<file path="config.mk">
export PLATFORM = sky130hd
export DESIGN_NAME = rram_prep_seq
export DESIGN_NICKNAME = d
export VERILOG_FILES = /design/src/rtl/rps_pkg.sv /design/src/rtl/rps_pulse_timer.sv /design/src/rtl/rps_cell_walker.sv /design/src/rtl/rps_line_decode.sv /design/src/rtl/rram_prep_seq.sv
export SDC_FILE = /design/constraint.sdc
export NUM_CORES = 1
export LEC_CHECK = 0
export ABC_AREA = 1
export BUFFER_PORTS_ARGS = -buffer_cell sky130_fd_sc_hd__buf_2
export CORE_AREA = 2 2 180 182
export CTS_CLUSTER_SIZE = 16
export DETAILED_ROUTE_END_ITERATION = 7
export DIE_AREA = 0 0 182 184
export GPL_TIMING_DRIVEN = 1
export PLACE_DENSITY = 0.63
export RECOVER_POWER = 100
export SETUP_SLACK_MARGIN = 0.05
export SYNTH_ARGS = -nofsm -noshare
export SYNTH_HDL_FRONTEND = slang
export SYNTH_SLANG_ARGS = --single-unit
</file>
<file path="constraint.sdc">
create_clock -name clk -period 2.3 [get_ports clk]
set_input_delay 0 -clock clk [delete_from_list [all_inputs] [get_ports clk]]
set_output_delay 0 -clock clk [all_outputs]
set_load 0.05 [all_outputs]
</file>
<file path="src/rtl/rps_pkg.sv">
package rps_pkg;

    typedef enum logic [1:0] {
        RAIL_OFF = 2'd0,
        RAIL_1V2 = 2'd1,
        RAIL_2V7 = 2'd2,
        RAIL_4V5 = 2'd3
    } rail_e;

    typedef enum logic [2:0] {
        SQ_IDLE,
        SQ_FORM,
        SQ_WAIT_ROW,
        SQ_PROG_A,
        SQ_PROG_B,
        SQ_NEXT,
        SQ_DONE
    } seq_e;

    typedef enum logic [1:0] {
        PH_IDLE,
        PH_SETTLE,
        PH_PULSE,
        PH_HOLD
    } phase_e;

    typedef enum logic [1:0] {
        OP_NONE,
        OP_FORM,
        OP_SET_LOW,
        OP_SET_HIGH
    } op_e;

    typedef struct packed {
        rail_e bl;
        rail_e wl;
        rail_e core;
    } rails_t;

    // Rail levels needed by each kind of cell operation.
    function automatic rails_t rails_for(op_e op);
        rails_t r;
        r = '{bl: RAIL_OFF, wl: RAIL_OFF, core: RAIL_OFF};
        case (op)
            OP_FORM:     r = '{bl: RAIL_4V5, wl: RAIL_2V7, core: RAIL_1V2};
            OP_SET_LOW:  r = '{bl: RAIL_2V7, wl: RAIL_2V7, core: RAIL_1V2};
            OP_SET_HIGH: r = '{bl: RAIL_2V7, wl: RAIL_4V5, core: RAIL_1V2};
            default:     ;
        endcase
        return r;
    endfunction

    // Side A follows the weight (1 -> low resistance); side B takes the opposite state.
    function automatic op_e prog_op(logic weight, logic side_b);
        return (weight ^ side_b) ? OP_SET_LOW : OP_SET_HIGH;
    endfunction

endpackage

</file>
<file path="src/rtl/rps_pulse_timer.sv">
module rps_pulse_timer
    import rps_pkg::*;
#(
    parameter int TW = 8
) (
    input  logic          clk,
    input  logic          rst,
    input  logic          kick,
    input  logic [TW-1:0] len,
    output phase_e        phase,
    output logic          last
);

    phase_e        ph_q;
    logic [TW-1:0] cnt_q;

    always_ff @(posedge clk) begin
        if (rst) begin
            ph_q  <= PH_IDLE;
            cnt_q <= '0;
        end else begin
            case (ph_q)
                PH_IDLE, PH_HOLD: begin
                    if (kick) begin
                        ph_q  <= PH_SETTLE;
                        cnt_q <= len;
                    end else begin
                        ph_q <= PH_IDLE;
                    end
                end
                PH_SETTLE: ph_q <= PH_PULSE;
                PH_PULSE: begin
                    if (cnt_q == TW'(1)) ph_q <= PH_HOLD;
                    cnt_q <= cnt_q - TW'(1);
                end
                default: ph_q <= PH_IDLE;
            endcase
        end
    end

    assign phase = ph_q;
    assign last  = (ph_q == PH_HOLD);

endmodule

</file>
<file path="src/rtl/rps_cell_walker.sv">
module rps_cell_walker #(
    parameter int ROWS = 4,
    parameter int COLS = 4,
    parameter int RW   = 2,
    parameter int CW   = 2
) (
    input  logic          clk,
    input  logic          rst,
    input  logic          clr,
    input  logic          adv_cell,
    input  logic          adv_col,
    input  logic          adv_row,
    output logic [RW-1:0] row,
    output logic [CW-1:0] col,
    output logic          side,
    output logic          last_col,
    output logic          last_row,
    output logic          last_cell
);

    assign last_col  = (col == CW'(COLS - 1));
    assign last_row  = (row == RW'(ROWS - 1));
    assign last_cell = last_col && last_row && side;

    always_ff @(posedge clk) begin
        if (rst || clr) begin
            row  <= '0;
            col  <= '0;
            side <= 1'b0;
        end else if (adv_cell) begin
            if (side) begin
                side <= 1'b0;
                if (last_col) begin
                    col <= '0;
                    row <= row + RW'(1);
                end else begin
                    col <= col + CW'(1);
                end
            end else begin
                side <= 1'b1;
            end
        end else if (adv_col) begin
            col <= col + CW'(1);
        end else if (adv_row) begin
            row <= row + RW'(1);
            col <= '0;
        end
    end

endmodule

</file>
<file path="src/rtl/rps_line_decode.sv">
module rps_line_decode #(
    parameter int ROWS = 4,
    parameter int COLS = 4,
    parameter int RW   = 2,
    parameter int CW   = 2
) (
    input  logic              pulse,
    input  logic [RW-1:0]     row,
    input  logic [CW-1:0]     col,
    input  logic              side,
    output logic [ROWS-1:0]   wl_en,
    output logic [2*COLS-1:0] cell_en
);

    for (genvar r = 0; r < ROWS; r++) begin : g_row
        assign wl_en[r] = pulse && (row == RW'(r));
    end

    for (genvar c = 0; c < COLS; c++) begin : g_col
        assign cell_en[2*c]     = pulse && (col == CW'(c)) && !side;
        assign cell_en[2*c + 1] = pulse && (col == CW'(c)) && side;
    end

endmodule

</file>
<file path="src/rtl/rram_prep_seq.sv">
module rram_prep_seq
    import rps_pkg::*;
#(
    parameter int ROWS    = 64,
    parameter int COLS    = 128,
    parameter int CLK_MHZ = 50,
    parameter int FORM_NS = 10000,
    parameter int PROG_NS = 6000
) (
    input  logic              clk,
    input  logic              rst,
    input  logic              start,
    input  logic              row_valid,
    input  logic [COLS-1:0]   row_data,
    output logic              row_ready,
    output logic              busy,
    output logic              done,
    output logic [1:0]        bl_rail,
    output logic [1:0]        wl_rail,
    output logic [1:0]        core_rail,
    output logic              pwr_en,
    output logic [ROWS-1:0]   wl_en,
    output logic [2*COLS-1:0] cell_en
);

    localparam int RW       = (ROWS > 1) ? $clog2(ROWS) : 1;
    localparam int CW       = (COLS > 1) ? $clog2(COLS) : 1;
    localparam int FORM_RAW = CLK_MHZ * FORM_NS / 1000;
    localparam int PROG_RAW = CLK_MHZ * PROG_NS / 1000;
    localparam int FORM_CYC = (FORM_RAW < 1) ? 1 : FORM_RAW;
    localparam int PROG_CYC = (PROG_RAW < 1) ? 1 : PROG_RAW;
    localparam int MAX_CYC  = (FORM_CYC > PROG_CYC) ? FORM_CYC : PROG_CYC;
    localparam int TW       = $clog2(MAX_CYC + 1);

    seq_e            state_q, state_d;
    logic            kick;
    logic            w_clr, w_adv_cell, w_adv_col, w_adv_row;
    logic            load_row;
    logic [COLS-1:0] row_q;
    logic [TW-1:0]   pulse_len;
    phase_e          phase;
    logic            t_last;
    logic [RW-1:0]   w_row;
    logic [CW-1:0]   w_col;
    logic            w_side;
    logic            w_last_col, w_last_row, w_last_cell;
    logic            side_cur;
    op_e             op_cur;
    rails_t          rails;

    // Sequencing: forming pass, then row-by-row complementary programming.
    always_comb begin
        state_d    = state_q;
        kick       = 1'b0;
        w_clr      = 1'b0;
        w_adv_cell = 1'b0;
        w_adv_col  = 1'b0;
        w_adv_row  = 1'b0;
        load_row   = 1'b0;
        case (state_q)
            SQ_IDLE: begin
                if (start) begin
                    state_d = SQ_FORM;
                    kick    = 1'b1;
                    w_clr   = 1'b1;
                end
            end
            SQ_FORM: begin
                if (t_last) begin
                    if (w_last_cell) begin
                        state_d = SQ_WAIT_ROW;
                        w_clr   = 1'b1;
                    end else begin
                        w_adv_cell = 1'b1;
                        kick       = 1'b1;
                    end
                end
            end
            SQ_WAIT_ROW: begin
                if (row_valid) begin
                    load_row = 1'b1;
                    state_d  = SQ_PROG_A;
                    kick     = 1'b1;
                end
            end
            SQ_PROG_A: begin
                if (t_last) begin
                    state_d = SQ_PROG_B;
                    kick    = 1'b1;
                end
            end
            SQ_PROG_B: begin
                if (t_last) state_d = SQ_NEXT;
            end
            SQ_NEXT: begin
                if (w_last_col) begin
                    if (w_last_row) begin
                        state_d = SQ_DONE;
                        w_clr   = 1'b1;
                    end else begin
                        w_adv_row = 1'b1;
                        state_d   = SQ_WAIT_ROW;
                    end
                end else begin
                    w_adv_col = 1'b1;
                    state_d   = SQ_PROG_A;
                    kick      = 1'b1;
                end
            end
            SQ_DONE: begin
                if (start) state_d = SQ_WAIT_ROW;
            end
            default: state_d = SQ_IDLE;
        endcase
    end

    always_ff @(posedge clk) begin
        if (rst) begin
            state_q <= SQ_IDLE;
            row_q   <= '0;
        end else begin
            state_q <= state_d;
            if (load_row) row_q <= row_data;
        end
    end

    assign pulse_len = (state_q == SQ_IDLE || state_q == SQ_FORM) ? TW'(FORM_CYC) : TW'(PROG_CYC);

    rps_pulse_timer #(
        .TW(TW)
    ) u_timer (
        .clk   (clk),
        .rst   (rst),
        .kick  (kick),
        .len   (pulse_len),
        .phase (phase),
        .last  (t_last)
    );

    rps_cell_walker #(
        .ROWS(ROWS),
        .COLS(COLS),
        .RW  (RW),
        .CW  (CW)
    ) u_walker (
        .clk       (clk),
        .rst       (rst),
        .clr       (w_clr),
        .adv_cell  (w_adv_cell),
        .adv_col   (w_adv_col),
        .adv_row   (w_adv_row),
        .row       (w_row),
        .col       (w_col),
        .side      (w_side),
        .last_col  (w_last_col),
        .last_row  (w_last_row),
        .last_cell (w_last_cell)
    );

    // Operation and rail selection, gated by the timer so that rails are off between operations.
    assign side_cur = (state_q == SQ_FORM) ? w_side : (state_q == SQ_PROG_B);

    always_comb begin
        if (phase == PH_IDLE)        op_cur = OP_NONE;
        else if (state_q == SQ_FORM) op_cur = OP_FORM;
        else                         op_cur = prog_op(row_q[w_col], side_cur);
    end

    assign rails     = rails_for(op_cur);
    assign bl_rail   = rails.bl;
    assign wl_rail   = rails.wl;
    assign core_rail = rails.core;
    assign pwr_en    = (phase == PH_PULSE);

    rps_line_decode #(
        .ROWS(ROWS),
        .COLS(COLS),
        .RW  (RW),
        .CW  (CW)
    ) u_decode (
        .pulse   (pwr_en),
        .row     (w_row),
        .col     (w_col),
        .side    (side_cur),
        .wl_en   (wl_en),
        .cell_en (cell_en)
    );

    assign row_ready = (state_q == SQ_WAIT_ROW);
    assign done      = (state_q == SQ_DONE);
    assign busy      = (state_q != SQ_IDLE) && (state_q != SQ_DONE);

endmodule

</file>
; Yosys cells after proc, flatten, opt, wreduce, memory -nomap -nowiden
; Index checks and enable logic that the tools add are counted.
[word_totals]
output_inout_bits = 330
register_bits = 156
inputBits = 132
[classes]
n_mux = 52
add_sub_neg = 3
n_lt_le_gt_ge = 1
eq_ne = 216
bitwise = 1
n_reduce_logical = 467
[op_table]
columns = operator, n
row1 = $logic_and 1x1->1, 451
row2 = $eq 7x7->1 const B, 64
row3 = $eq 7x6->1 const B, 32
row4 = $eq 6x6->1 const B, 32
row5 = $eq 7x5->1 const B, 16
row6 = $eq 6x5->1 const B, 16
row7 = $eq 7x4->1 const B, 8
row8 = $eq 6x4->1 const B, 8
row9 = $mux 7, 5
row10 = $mux 6, 5
row11 = $eq 7x3->1 const B, 4
row12 = $mux 3, 9
row13 = $eq 6x3->1 const B, 4
row14 = $mux 1, 21
row15 = $pmux 3 s7, 1
row16 = $ne 2x2->1 const B, 10
row17 = $pmux 6 s3, 1
row18 = $pmux 9 s2, 1
row19 = $eq 7x2->1 const B, 2
row20 = $eq 6x2->1 const B, 2
row21 = $eq 3x3->1 const B, 3
row22 = $eq 9x1->1 const B, 1
row23 = $mux 9, 1
row24 = $sub 9x1->9 const B, 1
row25 = 30 further kinds, 42

; Logic depth before layout (Yosys ltp)
[depth]
ltp_word = 8
mapped_depth = 16
depth_no_buf = 13

; By module
; From an unflattened synthesis, not the netlist that was laid out.
[hier_totals]
hier_cells = 1699
hier_area_um2 = 9914.5
[modules_own_cells]
columns = module, area_per_inst_um2, seq_area_each_um2, instances, cells_each
row1 = rram_prep_seq, 6069.6, 2622.5, 1, 919
row2 = rps_line_decode, 2324.7, 0.0, 1, 547
row3 = rps_cell_walker, 788.3, 280.3, 1, 116
row4 = rps_pulse_timer, 732.0, 220.2, 1, 117

; Least setup slack after synthesis
; OpenSTA, ideal clock, no wires.
[synth_path]
kind = register to output
startpoint = register u_timer.ph_q[0], in the netlist u_timer.phase[0]
endpoint = output port cell_en[35]
required_time_ns = 2.300
slack_ns = -0.730
path_stages_with_launch = 8
arrival_ns = 3.030
path_buffers = 3
path_cell_list = dfxtp_1 -> inv_1 -> ha_1 -> clkbuf_1 -> buf_1 -> nand2_1 -> clkbuf_1 -> nor3_1
[synth_via]
elab_chain_len = 3
[synth_lines]
columns = element, line_no
row1 = "start, declared", rps_pulse_timer.sv:14  ; phase_e ph_q;
row2 = "start signal, assigned", rps_pulse_timer.sv:19  ; ph_q <= PH_IDLE;
row3 = "start signal, assigned", rps_pulse_timer.sv:25  ; ph_q <= PH_SETTLE;
row4 = "start signal, assigned", rps_pulse_timer.sv:28  ; ph_q <= PH_IDLE;
row5 = $eq 2x2->1, rram_prep_seq.sv:173  ; assign pwr_en = (phase == PH_PULSE);
row6 = named net pwr_en, rram_prep_seq.sv:21  ; output logic pwr_en,
row7 = $logic_and 1x1->1 (2 in a row), rps_line_decode.sv:21  ; assign cell_en[2*c + 1] = pulse && (col == CW'(c)) && side;
row8 = "end, declared", rram_prep_seq.sv:23  ; output logic [2*COLS-1:0] cell_en
; The timed path passes the listed nets, and every way through them passes these cells.

; Final worst setup path
[layout_path]
startpoint = register u_walker.col[0]
endpoint = output port wl_rail[0]
[layout_via]
elab_chain_len = 8
[layout_lines]
columns = element, line_no
row1 = "start, declared", rps_cell_walker.sv:14  ; output logic [CW-1:0] col,
row2 = "start signal, assigned", rps_cell_walker.sv:37  ; col <= col + CW'(1);
row3 = "start signal, assigned", rps_cell_walker.sv:43  ; col <= col + CW'(1);
row4 = $bmux 1 s7 (*), rram_prep_seq.sv:166  ; else op_cur = prog_op(row_q[w_col], side_cur);
row5 = $mux 1 (implied by the code) (*), rram_prep_seq.sv:166
row6 = $xor 1x1->1 (*), rps_pkg.sv:55  ; return (weight ^ side_b) ? OP_SET_LOW : OP_SET_HIGH;
row7 = $mux 1 (*), rps_pkg.sv:55
row8 = $mux 2 (*), rram_prep_seq.sv:165  ; else if (state_q == SQ_FORM) op_cur = OP_FORM;
row9 = $mux 2 (*), rram_prep_seq.sv:164  ; if (phase == PH_IDLE) op_cur = OP_NONE;
row10 = $eq 2x2->1 / $eq 2x1->1 (equally long branches), rps_pkg.sv:44  ; case (op)
row11 = $pmux 6 s3 (*), rps_pkg.sv:44
row12 = "end, declared", rram_prep_seq.sv:19  ; output logic [1:0] wl_rail,
; Every way passes the cells marked *; elsewhere a longest branch is shown, timed or not. The select of a mux whose other input is x is not followed.

==> reports/qor.txt <==
status - complete, but fails checks
failing checks - negative setup slack
largest cells by area after synthesis - dfxtp_1 32%, nor2_1 14%, nand2_1 9.7%
synthesized area - 9840 um2
Unique masters post-synth - 39
sequential share of the synthesized area - 0.317
reg2reg path depth - 8
DRT antenna net count - 0
RSZ-0062 raised after global routing - yes
crit path time final - 2.34 ns
die span in y - 184 um
Largest stage delay, worst path - 0.44 ns
GRT overflow - 0
Hold Crit Start - row_valid
Via density - 5.08
clk root buf - clkbuf_16
Skew-Pair Late Insertion Delay - 0.44 ns
initial antenna violation count - 0
Post-synth EDFFs - 0
Yosys top cell area share - 0.317
ys async rst share - 0
initial core utilization - 0.314
Critical Path RT - 2.30 ns
I/O pin cnt - 462
CP Cell Sequence - inv_4 -> buf_12 -> o21ai_1 -> nand2_1 -> nand2_1 -> nand2_1 -> nor2_2 -> nor2_1 -> nor2_1 -> nand3_2 -> nand3_1 -> nand2_1 -> nor2_4 -> buf_12
drt pass-1 iters - 5
Num CTS Buffers - 17
final worst slack - -0.0385 ns
maximum clock path buffer count - 2
slowest stage cell, crit path - dfxtp_4
syn_nets - 1814
register bit total from synthesis - 156
setup TNS - -0.134 ns
Clock Pin Slew Worst Setup and Hold Paths - 0.08 ns
num rows - 65
Inst Count DP - 2472
total wire length - 47200 um
area of the core - 31400 um2
Slew Limit Fails - 0
Peak VDD IR - 0.409 mV
cell area after layout - 17700 um2
Clock Skews - 0.0112 ns
number of H-tree levels - 4
final net count - 2410
area grow syn2layout - 79.7%
Worst Hold Slack - 0.0956 ns
hold depth - 5
Worst slew margin - 0.502
DP HPWL - 32600 um
die span in x - 182 um
startpoint types - flip-flop
vias in the first global route - 12800
clock sink count - 156
Cells after Synth - 1668
Setup crit end kind - output port
DR iter-0 viols - 867
Slew @ Worst Pin - 0.750 ns
share of cells above drive strength 1 - 0.416
first-pass GRT wire length - 70800 um
P_leak - 8.11 nW
biggest area consumer among synthesized cells - dfxtp_1
Reg2Reg Setup Slack - 0.06 ns
Placer Congestion - 0.856
diode count - 0
Max Clock Freq - 428 MHz
synthesis warning total - 0
drt wl/cell - 17.6 um
Via Count - 13600
Die ar. - 33500 um2
final non-filler cell total - 2679
largest net degree at the start of global routing - 76
fillers - 2893
setup slack after placement - 0.142 ns
Crit Reg-Reg Endpoint - row_q[69]$_SDFFE_PP0P_
Top FF cell, synth - dfxtp_1
most used cell along the critical path - nand2_1
# setup viols final - 5
Post-route DRC - 0
Final Hold Viols - 0
Hold Path Class - in -> reg
power per cell area - 626 nW/um2
GRT Total Usage - 0.267
fin crit share - 1.02
beginning of the critical path - u_walker.col[0]$_SDFFE_PP0P_
Max-Cap Viols - 0
CTS tree - built
synthesized area per cell - 5.90 um2
R2R Path Start - state_q[1]$_SDFFE_PP0P_
WHS Endpoint - state_q[2]$_SDFFE_PP0P_
placed cell areas - 14400 um2
Crit Path Max Fanout - 19
WP data arrival - 2.34 ns
Port-buffer cells - 460
Crit Path Class - reg -> out
state kept, by name (all words and copies together) (netlist names):
signal         count
state_q            3
u_walker.row       6
u_timer.phase      2
u_walker.side      1
u_timer.cnt_q      9
row_q            128
u_walker.col       7
metal layers:
metal	routed length (um)	track usage	vias to the layer above
met1	18500	0.313	6382
met3	2990	0.0471	104
met4	1750	0.116	0
met2	23900	0.478	566
li1	-	-	6565
met5	0	0	-
logic make-up after synthesis:
group	after synthesis	share of synthesized area
AND/OR/NAND/NOR	919	0.398
flip-flops	156	0.317
buffers and inverters	300	0.121
adder cells (fa/ha/maj)	14	0.0178
other	1	0.000381
XOR/XNOR	4	0.00356
AO/OA/AOI/OAI	274	0.142
area by class of cell:
type	instances	area, um2	share of cell area
Timing Repair Buffer	709	5450	0.308
Tap cell	402	503	0.0284
Sequential cell	156	3140	0.178
Clock buffer	17	425	0.0240
Clock inverter	15	204	0.0115
Inverter	166	676	0.0382
Multi-Input combinational cell	1212	7280	0.411
Timing Repair inverter	2	15.0	0.000849
through the flow:
step / util / total power, W
CTS: 0.550 / 0.0108
detailed placement: 0.460 / 0.00741
global placement: 0.460 / 0.00735
finish: 0.564 / 0.0111
floorplan: - / 0.00634
global route: 0.564 / 0.0117
repair_timing:
item	CTS	global route
endpoints found under the hold margin	133	0
pin swaps	5	10
gates cloned	5	1
hold buffers	129	0
resized for setup	219	93
endpoints found under the setup margin	246	277
buffers inserted	22	18
report_power, final:
group / switching, W / total, W / leakage [nW] / internal [W]
clock network: 0.00143 / 0.00294 / 0.303 / 0.00151
logic: 0.00295 / 0.00460 / 6.53 / 0.00165
registers: 0.000268 / 0.00353 / 1.27 / 0.00326
total: 0.00465 / 0.0111 / 8.11 / 0.00642
synthesized netlist by cell type (all sizes together) (4+ instances only):
cell type and n:
dfxtp 156, nand3 73, nor3 195, nor2 379
a21oi 93, inv 164, nand4 4, ha 14
clkbuf 97, nand2 262, o21ai 170, buf 37
cells in the final DEF, fill, tap and decap left out, types with 12 or more instances in the layout:
master	n
a21oi_1	92
buf_12	22
buf_2	297
buf_4	186
buf_6	44
clkbuf_16	18
clkbuf_4	15
dfxtp_1	147
dlygate4sd3_1	129
inv_1	138
inv_2	12
nand2_1	247
nand3_1	66
nor2_1	278
nor2_2	84
nor2_4	16
nor3_1	26
nor3_2	93
nor3_4	76
o21ai_0	153
o21ai_1	14
worst max path at each step:
stage                    to  slack [ns]
2_1_floorplan  cell_en[160]       -0.27
3_3_place_gp   cell_en[213]        0.20
3_5_place_dp   cell_en[196]        0.14
4_1_cts          wl_rail[0]       -0.04
5_1_grt          wl_rail[0]       -0.22
6_report         wl_rail[0]       -0.04
worst max-delay path, delay by kind of cell (launching register included):
family	cells	cell delay (ns)
simple gates	10	0.88
buf+inv	3	0.40
compound gates	1	0.17
flops	1	0.44
Power figures use the tool's default switching activity.
